<file path="config.mk">
export PLATFORM = sky130hd
export DESIGN_NAME = tlb_xlate
export DESIGN_NICKNAME = d
export VERILOG_FILES = /design/src/rtl/tlb_pkg.sv /design/src/rtl/tlb_first_one.sv /design/src/rtl/tlb_slot_array.sv /design/src/rtl/tlb_fault.sv /design/src/rtl/tlb_xlate.sv
export SDC_FILE = /design/constraint.sdc
export NUM_CORES = 1
export LEC_CHECK = 0
export ABC_AREA = 1
export ABC_CLOCK_PERIOD_IN_PS = 3300
export BUFFER_PORTS_ARGS = -buffer_cell sky130_fd_sc_hd__buf_2
export CORE_MARGIN = 2
export CORE_UTILIZATION = 45
export CTS_CLUSTER_DIAMETER = 60
export DETAILED_ROUTE_END_ITERATION = 7
export PLACE_DENSITY = 0.73
export SLEW_MARGIN = 20
export SYNTH_ARGS = -nofsm -noshare
export SYNTH_HDL_FRONTEND = slang
export SYNTH_HIERARCHICAL = 1
export SYNTH_SLANG_ARGS = --single-unit
</file>
<file path="constraint.sdc">
create_clock -name clk -period 3.3 [get_ports clk]
set_clock_uncertainty 0.05 [all_clocks]
set_input_delay 0.66 -clock clk [delete_from_list [all_inputs] [get_ports clk]]
set_output_delay 0.66 -clock clk [all_outputs]
set_load 0.01 [all_outputs]
</file>
<file path="src/rtl/tlb_pkg.sv">
package tlb_pkg;
  parameter int ADDR_W    = 32;
  parameter int PAGE_BITS = 12;
  localparam int PN_W     = ADDR_W - PAGE_BITS;

  // flag positions inside the staged physical word
  localparam int FLG_LOADED = 0;
  localparam int FLG_PINNED = 1;

  // commit word fields
  localparam int CMT_FORCE = 8;
  localparam int CMT_VALID = 9;

  // register select values
  localparam logic [2:0] RA_VSTAGE = 3'd0;
  localparam logic [2:0] RA_PSTAGE = 3'd1;
  localparam logic [2:0] RA_COMMIT = 3'd2;
  localparam logic [2:0] RA_FAULT  = 3'd3;
  localparam logic [2:0] RA_STATUS = 3'd4;
  localparam logic [2:0] RA_FREE   = 3'd5;

  typedef enum logic [1:0] {
    CAUSE_NONE   = 2'b00,
    CAUSE_MISS   = 2'b01,
    CAUSE_ABSENT = 2'b10
  } cause_e;

  function automatic logic [PN_W-1:0] page_of(input logic [ADDR_W-1:0] a);
    return a[ADDR_W-1:PAGE_BITS];
  endfunction

  function automatic logic [PAGE_BITS-1:0] offset_of(input logic [ADDR_W-1:0] a);
    return a[PAGE_BITS-1:0];
  endfunction

  function automatic logic [ADDR_W-1:0] join_addr(input logic [PN_W-1:0] pn,
                                                  input logic [PAGE_BITS-1:0] off);
    return {pn, off};
  endfunction
endpackage

</file>
<file path="src/rtl/tlb_first_one.sv">
module tlb_first_one #(
  parameter int N  = 8,
  localparam int IW = (N > 1) ? $clog2(N) : 1
) (
  input  logic [N-1:0]  vec,
  output logic          found,
  output logic [IW-1:0] idx
);
  always_comb begin
    found = 1'b0;
    idx   = '0;
    for (int i = N - 1; i >= 0; i--) begin
      if (vec[i]) begin
        found = 1'b1;
        idx   = IW'(i);
      end
    end
  end
endmodule

</file>
<file path="src/rtl/tlb_slot_array.sv">
module tlb_slot_array
  import tlb_pkg::*;
#(
  parameter int N  = 8,
  localparam int IW = (N > 1) ? $clog2(N) : 1
) (
  input  logic                  clk,
  input  logic                  rst,
  input  logic                  wr_en,
  input  logic [IW-1:0]         wr_idx,
  input  logic [PN_W-1:0]       wr_vpn,
  input  logic [PN_W-1:0]       wr_ppn,
  input  logic                  wr_loaded,
  input  logic                  wr_pinned,
  input  logic                  wr_valid,
  input  logic                  wr_force,
  output logic [N-1:0]          valid,
  output logic [N-1:0]          loaded,
  output logic [N-1:0]          pinned,
  output logic [N-1:0][PN_W-1:0] vpn,
  output logic [N-1:0][PN_W-1:0] ppn,
  output logic                  blocked
);
  logic apply;

  assign blocked = wr_en && valid[wr_idx] && pinned[wr_idx] && !wr_force;
  assign apply   = wr_en && !blocked;

  for (genvar g = 0; g < N; g++) begin : g_slot
    always_ff @(posedge clk) begin
      if (rst) begin
        valid[g]  <= 1'b0;
        loaded[g] <= 1'b0;
        pinned[g] <= 1'b0;
        vpn[g]    <= '0;
        ppn[g]    <= '0;
      end else if (apply && wr_idx == IW'(g)) begin
        valid[g]  <= wr_valid;
        loaded[g] <= wr_loaded;
        pinned[g] <= wr_pinned;
        vpn[g]    <= wr_vpn;
        ppn[g]    <= wr_ppn;
      end
    end
  end
endmodule

</file>
<file path="src/rtl/tlb_fault.sv">
module tlb_fault
  import tlb_pkg::*;
(
  input  logic              clk,
  input  logic              rst,
  input  logic              set,
  input  logic [ADDR_W-1:0] set_addr,
  input  cause_e            set_cause,
  input  logic              clr,
  output logic              pend,
  output logic [ADDR_W-1:0] addr,
  output cause_e            cause
);
  always_ff @(posedge clk) begin
    if (rst) begin
      pend  <= 1'b0;
      addr  <= '0;
      cause <= CAUSE_NONE;
    end else if (set) begin
      pend  <= 1'b1;
      addr  <= set_addr;
      cause <= set_cause;
    end else if (clr) begin
      pend  <= 1'b0;
    end
  end
endmodule

</file>
<file path="src/rtl/tlb_xlate.sv">
module tlb_xlate
  import tlb_pkg::*;
#(
  parameter int ENTRIES = 8
) (
  input  logic        clk,
  input  logic        rst,
  input  logic        cpu_req,
  input  logic        cpu_we,
  input  logic [31:0] cpu_addr,
  output logic        cpu_ready,
  output logic        mem_req,
  output logic        mem_we,
  output logic [31:0] mem_addr,
  input  logic        reg_we,
  input  logic [2:0]  reg_addr,
  input  logic [31:0] reg_wdata,
  output logic [31:0] reg_rdata,
  output logic        irq
);
  localparam int IW = (ENTRIES > 1) ? $clog2(ENTRIES) : 1;

  logic [ADDR_W-1:0] stage_v, stage_p;
  logic [ENTRIES-1:0] s_valid, s_loaded, s_pinned, match_vec;
  logic [ENTRIES-1:0][PN_W-1:0] s_vpn, s_ppn;
  logic        hit, free_found;
  logic [IW-1:0] hit_idx, free_idx;
  logic        flt_pend;
  logic [ADDR_W-1:0] flt_addr;
  cause_e      flt_cause;

  // named events for the checker
  logic ev_commit, ev_commit_blocked, ev_fwd, ev_fault_set, ev_fault_clr;
  cause_e look_cause;

  assign ev_commit    = reg_we && reg_addr == RA_COMMIT;
  assign ev_fault_clr = reg_we && reg_addr == RA_FAULT && reg_wdata[0] && flt_pend;

  always_ff @(posedge clk) begin
    if (rst) begin
      stage_v <= '0;
      stage_p <= '0;
    end else if (reg_we) begin
      if (reg_addr == RA_VSTAGE) stage_v <= reg_wdata;
      if (reg_addr == RA_PSTAGE) stage_p <= reg_wdata;
    end
  end

  tlb_slot_array #(.N(ENTRIES)) u_slots (
    .clk       (clk),
    .rst       (rst),
    .wr_en     (ev_commit),
    .wr_idx    (reg_wdata[IW-1:0]),
    .wr_vpn    (page_of(stage_v)),
    .wr_ppn    (page_of(stage_p)),
    .wr_loaded (stage_p[FLG_LOADED]),
    .wr_pinned (stage_p[FLG_PINNED]),
    .wr_valid  (reg_wdata[CMT_VALID]),
    .wr_force  (reg_wdata[CMT_FORCE]),
    .valid     (s_valid),
    .loaded    (s_loaded),
    .pinned    (s_pinned),
    .vpn       (s_vpn),
    .ppn       (s_ppn),
    .blocked   (ev_commit_blocked)
  );

  for (genvar g = 0; g < ENTRIES; g++) begin : g_cmp
    assign match_vec[g] = s_valid[g] && (s_vpn[g] == page_of(cpu_addr));
  end

  tlb_first_one #(.N(ENTRIES)) u_pick (
    .vec   (match_vec),
    .found (hit),
    .idx   (hit_idx)
  );

  tlb_first_one #(.N(ENTRIES)) u_free (
    .vec   (~s_valid),
    .found (free_found),
    .idx   (free_idx)
  );

  assign ev_fwd       = cpu_req && !flt_pend && hit && s_loaded[hit_idx];
  assign look_cause   = hit ? CAUSE_ABSENT : CAUSE_MISS;
  assign ev_fault_set = cpu_req && !flt_pend && !(hit && s_loaded[hit_idx]);

  tlb_fault u_fault (
    .clk       (clk),
    .rst       (rst),
    .set       (ev_fault_set),
    .set_addr  (cpu_addr),
    .set_cause (look_cause),
    .clr       (ev_fault_clr),
    .pend      (flt_pend),
    .addr      (flt_addr),
    .cause     (flt_cause)
  );

  assign mem_req   = ev_fwd;
  assign cpu_ready = ev_fwd;
  assign mem_we    = cpu_we;
  assign mem_addr  = join_addr(s_ppn[hit_idx], offset_of(cpu_addr));
  assign irq       = flt_pend;

  always_comb begin
    reg_rdata = '0;
    case (reg_addr)
      RA_VSTAGE: reg_rdata = stage_v;
      RA_PSTAGE: reg_rdata = stage_p;
      RA_FAULT:  reg_rdata = flt_addr;
      RA_STATUS: reg_rdata = {flt_pend, 29'd0, flt_cause};
      RA_FREE:   reg_rdata = {!free_found, 31'(free_idx)};
      default:   reg_rdata = '0;
    endcase
  end
endmodule

</file>
==> impl_results.md, run 1 <==
- Finished Cell Area: approximately 30,000 sq um
- First-pass GRT wire length: 143,000 um
- Max VDD drop: 377 uV
- Failing checks: negative setup slack
- Netlist area before placement: 25,500 sq um
- Worst-Skew Late Latency: 620 ps
- Starting density of the core: 45.4%
- Final number of hold-violating endpoints: 0
- # clock sinks: 443
- Layout Utilization: 54.1%
- Via Count: between 20,000 and 30,000
- RSZ-0062 raised after global routing: yes
- Post-detail-place hpwl: ~62,000 um
- Yosys warns: 6
- Pin count of the biggest net entering global routing: 110
- GPL Wtd Cong: 1.01
- CTS tree: yes
- Layout cells sized above 1: 14.4%
- # rows: 87
- Tightest Pin Transition: ~1000 ps
- Fillcell total: 5,631
- Drt initial violations: 2,757
- Ports: 140
- CTS clk-pin slew, worst paths: approximately 70 ps
- Number of global-route vias before repair: 24,642
- Final slew viol count: 0
- Total negative slack: -11,620 ps
- Drt pass-1 iters: 6
- Cells after Synth: between 4,000 and 5,000
- P&R area growth vs syn: 19.2%
- Status: complete, but fails checks
- Nets: about 4,500
- IO Port Bufs: 137
- Initial antenna violation count: 1
- Antenna-violating nets left: 0
- Drt total wl: 93,800 um
- Setup CP Type: reg2out
- Setup ws final: -595 ps
- Worst hold path type: in2reg
- Cts hold-fix bufs: 0
- Avg Synthesized Cell Area: 5.90 sq um
- Pwr dens: roughly 400 nW/um^2
- Worst-path maximum fanout: 9
- Via density: just over 5
- Crit. End Element: output port
- DRC Markers: 0
- Num CTS Buffers: 50
- Fin Hold WS: between 200 and 250 ps
- Overflow after GRT: 0
- Tot GR Track Use: approximately 31%
- Post-DP Area: around 28,000 sq um
- H-tree lvl count: 2
- Total core area: ~56,000 sq um
- Max cap viols: 0
- Final setup viols: 22
- CP required: 2590 ps
- Max transition margin: between 30% and 40%
- Crit path arrival time: 3180 ps
- Clock Path Buffers: 3
- CP Launch Type: flop
- WL per Instance: approximately 18 um
- Max Clk Rate: roughly 260 MHz
- Die width: 242 um
- Syn_nets: 4,396
- Die area: just under 60,000 sq um
- LEAKAGE: 14.2 nW
- DIE HEIGHT: 242 um
- Crit share post-route: 118%
- Crit path time final: 3890 ps
- CTS root buffer: clkbuf_16
[per-stage QoR]
step,power [mW],std cells,worst slack [ps]
final,12.3,5242,-595
after CTS,12.3,5238,-600
after detailed placement,6.77,5132,-688
after global placement,6.76,5132,-690
after floorplan,6.30,4324,-13.0
after global routing,12.7,5242,-738
[report_power, final]
group / switching (mW) / total [mW] / internal (mW) / leakage, nW
logic: 0.803 / 1.19 / 0.386 / 9.83
registers: 0.0739 / 5.51 / 5.44 / 3.60
clock network: 2.44 / 5.61 / 3.17 / 0.802
[area by class of cell]
type	instances	area, sq um	share of cell area (%)
well taps	756	946	3.11
diodes	1	2.50	0.00822
repair buffers	348	3110	10.2
flip-flops and latches	443	8920	29.3
clock inverters	25	226	0.744
multi-input cells	2660	12200	40.1
inverters	943	3620	11.9
clock buffers	66	1400	4.61
[registers in the layout, summed over array words and instances, names as in the netlist, 8 cells and up]
register	count
u_slots/pinned	8
u_slots/valid	8
u_slots/vpn	160
stage_p	32
u_fault/addr	32
u_slots/loaded	8
stage_v	32
u_slots/ppn	160
[path summary, 6_finish.rpt]
kind                                      start  depth (start not counted)  slack, ps                            end
hold / removal                      cpu_addr[1]                          3        230   u_fault/addr[1]$_SDFFE_PP0P_
setup reg to reg  u_slots/vpn[148]$_SDFFE_PP0P_                         27        140  u_fault/addr[12]$_SDFFE_PP0P_
setup / recovery  u_slots/vpn[148]$_SDFFE_PP0P_                         23       -590                      cpu_ready
hold reg to reg         stage_v[1]$_SDFFE_PP0P_                          2        400        stage_v[1]$_SDFFE_PP0P_
[worst max-delay path, cell delays in order (launching register included)]
cell     delay (ps)
dfxtp_2         340
inv_1            40
nand2_1          60
nand2_2          70
nor2_2          130
nand2_1          60
nor2_1          110
nand2_1          80
nor2_2          130
nand2_1          80
nand2_1          70
nand2_1          50
nand2_1          60
nand2_2          60
a21oi_4         240
buf_12          170
inv_16           50
buf_4           140
nand2_2          50
nand3_2          60
nand3_2          90
nand3_4         140
nor2_4          170
buf_6           110
[metal layers]
metal  GRT usage [%]  share of wire (%)  wire (um)  vias to the layer above
met5               0                  0          0                        -
met4            14.7                5.0       4660                        0
li1                -                  -          -                    13291
met3            4.02                8.8       8240                      250
met2            49.9                 45      42000                     1272
met1            41.3                 41      38900                    12135
[cells in the final DEF, fill, tap and decap left out, drive strengths merged, types with 4 or more instances in the layout]
cell and count:
a21oi 38, buf 341, clkbuf 73, clkinv 21, clkinvlp 4, dfxtp 443
inv 941, nand2 1244, nand3 44, nand4 347, nor2 673, o211ai 28
o21ai 206, o22ai 53, xnor2 8, xor2 9
[repair_timing]
item                       in CTS  in global routing
pin swaps                      56                 59
setup buffers                   9                  3
cloned                          7                  3
setup endpoints to repair      54                 57
resized for setup             122                160
(Power assumes the default switching activity.)
==> inputs of run 2 (changes only) <==
- CORE_ASPECT_RATIO: unset -> 1.25
==> run 2 against run 1 <==
  * The run still ends with negative setup slack left
  * Critical path depth fell by 2
  * Register-to-register slack about the same
  * Power rose by 1.2%
  * Sequential share of layout area down 0.080 points
  * First-iteration DRC count is 0.44% higher
  * Setup slack better by 27 ps
  * Critical endpoint is now mem_addr[27]
  * Largest power group unchanged
==> impl_results.md, run 2 (same netlist as run 1, synthesis figures left out) <==
- Post-DP Area: 27,800 sq um (about the same)
- Die area: 58,700 sq um (about the same)
- Max Clk Rate: 259 MHz (+0.70%)
- Num CTS Buffers: 49 (-2.0%)
- Finished Cell Area: 30,500 sq um (+0.23%)
- Number of global-route vias before repair: 24,607 (-0.14%)
- GPL Wtd Cong: 0.997 (-1.2%)
- Tot GR Track Use: 31.5% (+0.51 points)
- LEAKAGE: 14.3 nW (+0.27%)
- Via density: 5.16 (+0.45%)
- Cells on worst reg2reg path: 27 (unchanged)
- CP max-delay cell: dfxtp_2
- Worst-path maximum fanout: 10 (+1)
- H-tree lvl count: 2 (unchanged)
- Post-detail-place hpwl: 62,000 um (-0.36%)
- Total negative slack: -11,470 ps (+147 ps)
- Post-Place Setup Slack: -708 ps (-19.4 ps)
- Status: complete, but fails checks
- CTS root buffer: clkbuf_16
- RR Startpoint: u_slots/vpn[155]$_SDFFE_PP0P_
- Worst Setup SP: u_slots/vpn[155]$_SDFFE_PP0P_
- Via Count: 27,069 (+0.45%)
- First-pass GRT wire length: 144,000 um (+0.40%)
- Drt pass-1 iters: 6 (unchanged)
- Most frequent cells in the layout: nand2_1 (1,204), inv_1 (909), nor2_1 (630)
- Setup ws final: -567 ps (+27.2 ps)
- Initial antenna violation count: 3 (+2)
- Layout cells sized above 1: 14.3% (-0.17 points)
- # clock sinks: 443 (unchanged)
- Ports: 140 (unchanged)
- P&R area growth vs syn: 19.5%
- Crit path time final: 3870 ps (-27.2 ps)
- CTS tree: yes
- Crit path arrival time: 3160 ps (-20 ps)
- Crit-path cells: nand2_1 > nand2_1 > nor2_1 > nand2_1 > nor2_1 > nand2_1 > nor2_2 > nand2_1 > nand2_2 > nand2_2 > nand2_2 > nand2_2 > a21oi_4 > buf_12 > buf_6 > buf_16 > o21ai_1 > o22ai_1 > nand2_1 > nand2_2 > buf_6
- Max VDD drop: 431 uV (+14%)
- Drt total wl: 95,200 um (+1.5%)
- IO Port Bufs: 137 (unchanged)
- WL per Instance: 18.2 um (+1.5%)
- Final number of hold-violating endpoints: 0 (unchanged)
- Pin count of the biggest net entering global routing: 148 (+35%)
- Final setup viols: 22 (unchanged)
- Commonest non-fill, non-tap cell in the layout: nand2_1
- Starting density of the core: 45.5% (+0.17 points)
- Overflow after GRT: 0 (unchanged)
- DIE HEIGHT: 270 um (+12%)
- Min-delay src: cpu_addr[7]
- Total power draw: 12.5 mW (+1.2%)
- Antenna-violating nets left: 0 (unchanged)
- Buf/Inv on CP: 4 (-1)
- DRC Markers: 0 (unchanged)
- Max cap viols: 0 (unchanged)
- Nets: 4,533 (+0.33%)
- Crit share post-route: 117% (-0.82 points)
- Fin Hold WS: 216 ps (-18.1 ps)
- Pwr dens: 408 nW/um^2 (+0.92%)
- Cts hold-fix bufs: 0 (unchanged)
- Worst Hold Path Cells: 3 (unchanged)
- Clock Path Buffers: 3 (unchanged)
- Worst-Skew Late Latency: 640 ps (+20 ps)
- Setup CP Type: reg2out
- Top Family by Delay on Critical Path: simple AND/OR/NAND/NOR gates
- Max incr delay on CP: 360 ps (+20 ps)
- Biggest regs: u_slots/ppn (160), u_slots/vpn (160)
- Drt initial violations: 2,769 (+0.44%)
- Crit. End Element: output port
- CP Launch Type: flop
- Final slew viol count: 0 (unchanged)
- Max transition margin: 36.8% (+5.8 points)
- CP required: 2590 ps (about the same)
- Die width: 217 um (-10%)
- Tightest Pin Transition: 948 ps (-85.2 ps)
- Top cell by count, worst path: nand2_1
- # rows: 97 (+11%)
- Worst hold path type: in2reg
- Failing checks: negative setup slack
- Critical path depth: 21 (-8.7%)
- RSZ-0062 raised after global routing: yes
- CTS clk-pin slew, worst paths: 60 ps (about the same)
- Total core area: 56,100 sq um (-0.37%)
-- run 2: changes by cell type in the layout (fill, tap and decap cells not counted), moves of 6 or more --
cell      delta
nand2_1      -6
o21ai_1     +10
nor2_2      -11
buf_6        +7
buf_12       -7
clkinv_2     -9
buf_4       +16
dfxtp_2      +6
o22ai_1      +8
o22ai_2      -8
nor2_1      +16
-- run 2: routing by layer --
layer | part of all wire (%) | global-route usage [%]
met1 | 38 | 39.0
met2 | 47 | 51.5
met3 | 8.7 | 4.36
met4 | 6.8 | 19.9
met5 | 0 | 0
-- run 2: layout make-up --
class / instances / area (sq um)
repair buffers: 363 / 3220
repair inverters: 1 / 8.76
clock inverters: 15 / 243
clock buffers: 72 / 1420
fillers: 5616 / 25600
flip-flops and latches: 443 / 8920
well taps: 742 / 928
diodes: 3 / 7.51
inverters: 943 / 3640
multi-input cells: 2660 / 12100
-- run 2: what timing repair did --
action / CTS / global route
cloned: 5 / 5
pin swaps: 25 / 46
resized for setup: 125 / 155
setup buffers: 5 / 7
hold endpoints to repair: 0 / 0
endpoints found under the setup margin: 54 / 57
-- run 2: worst paths after layout --
kind | to | slack, ps
max reg2reg | u_fault/addr[22]$_SDFFE_PP0P_ | 140
min | u_fault/addr[7]$_SDFFE_PP0P_ | 220
min reg2reg | stage_v[0]$_SDFFE_PP0P_ | 400
max | mem_addr[27] | -570
-- run 2: worst min-delay path, delay by kind of cell --
| family | cells | cell delay (ps) |
|---|---|---|
| and+or+nand+nor | 2 | 120 |
| buffers and inverters | 1 | 90 |
-- run 2: where the power goes --
| group | total [mW] | switching [mW] | internal (mW) |
|---|---|---|---|
| logic | 1.21 | 0.812 | 0.399 |
| registers | 5.52 | 0.0744 | 5.44 |
| clock network | 5.72 | 2.47 | 3.26 |
-- run 2: metrics by stage --
| step | instances | util, % |
|---|---|---|
| 2_1_floorplan | 4324 | - |
| 3_3_place_gp | 5131 | 49.6 |
| 3_5_place_dp | 5131 | 49.6 |
| 4_1_cts | 5228 | 53.5 |
| 5_1_grt | 5242 | 54.4 |
| 6_report | 5242 | 54.4 |
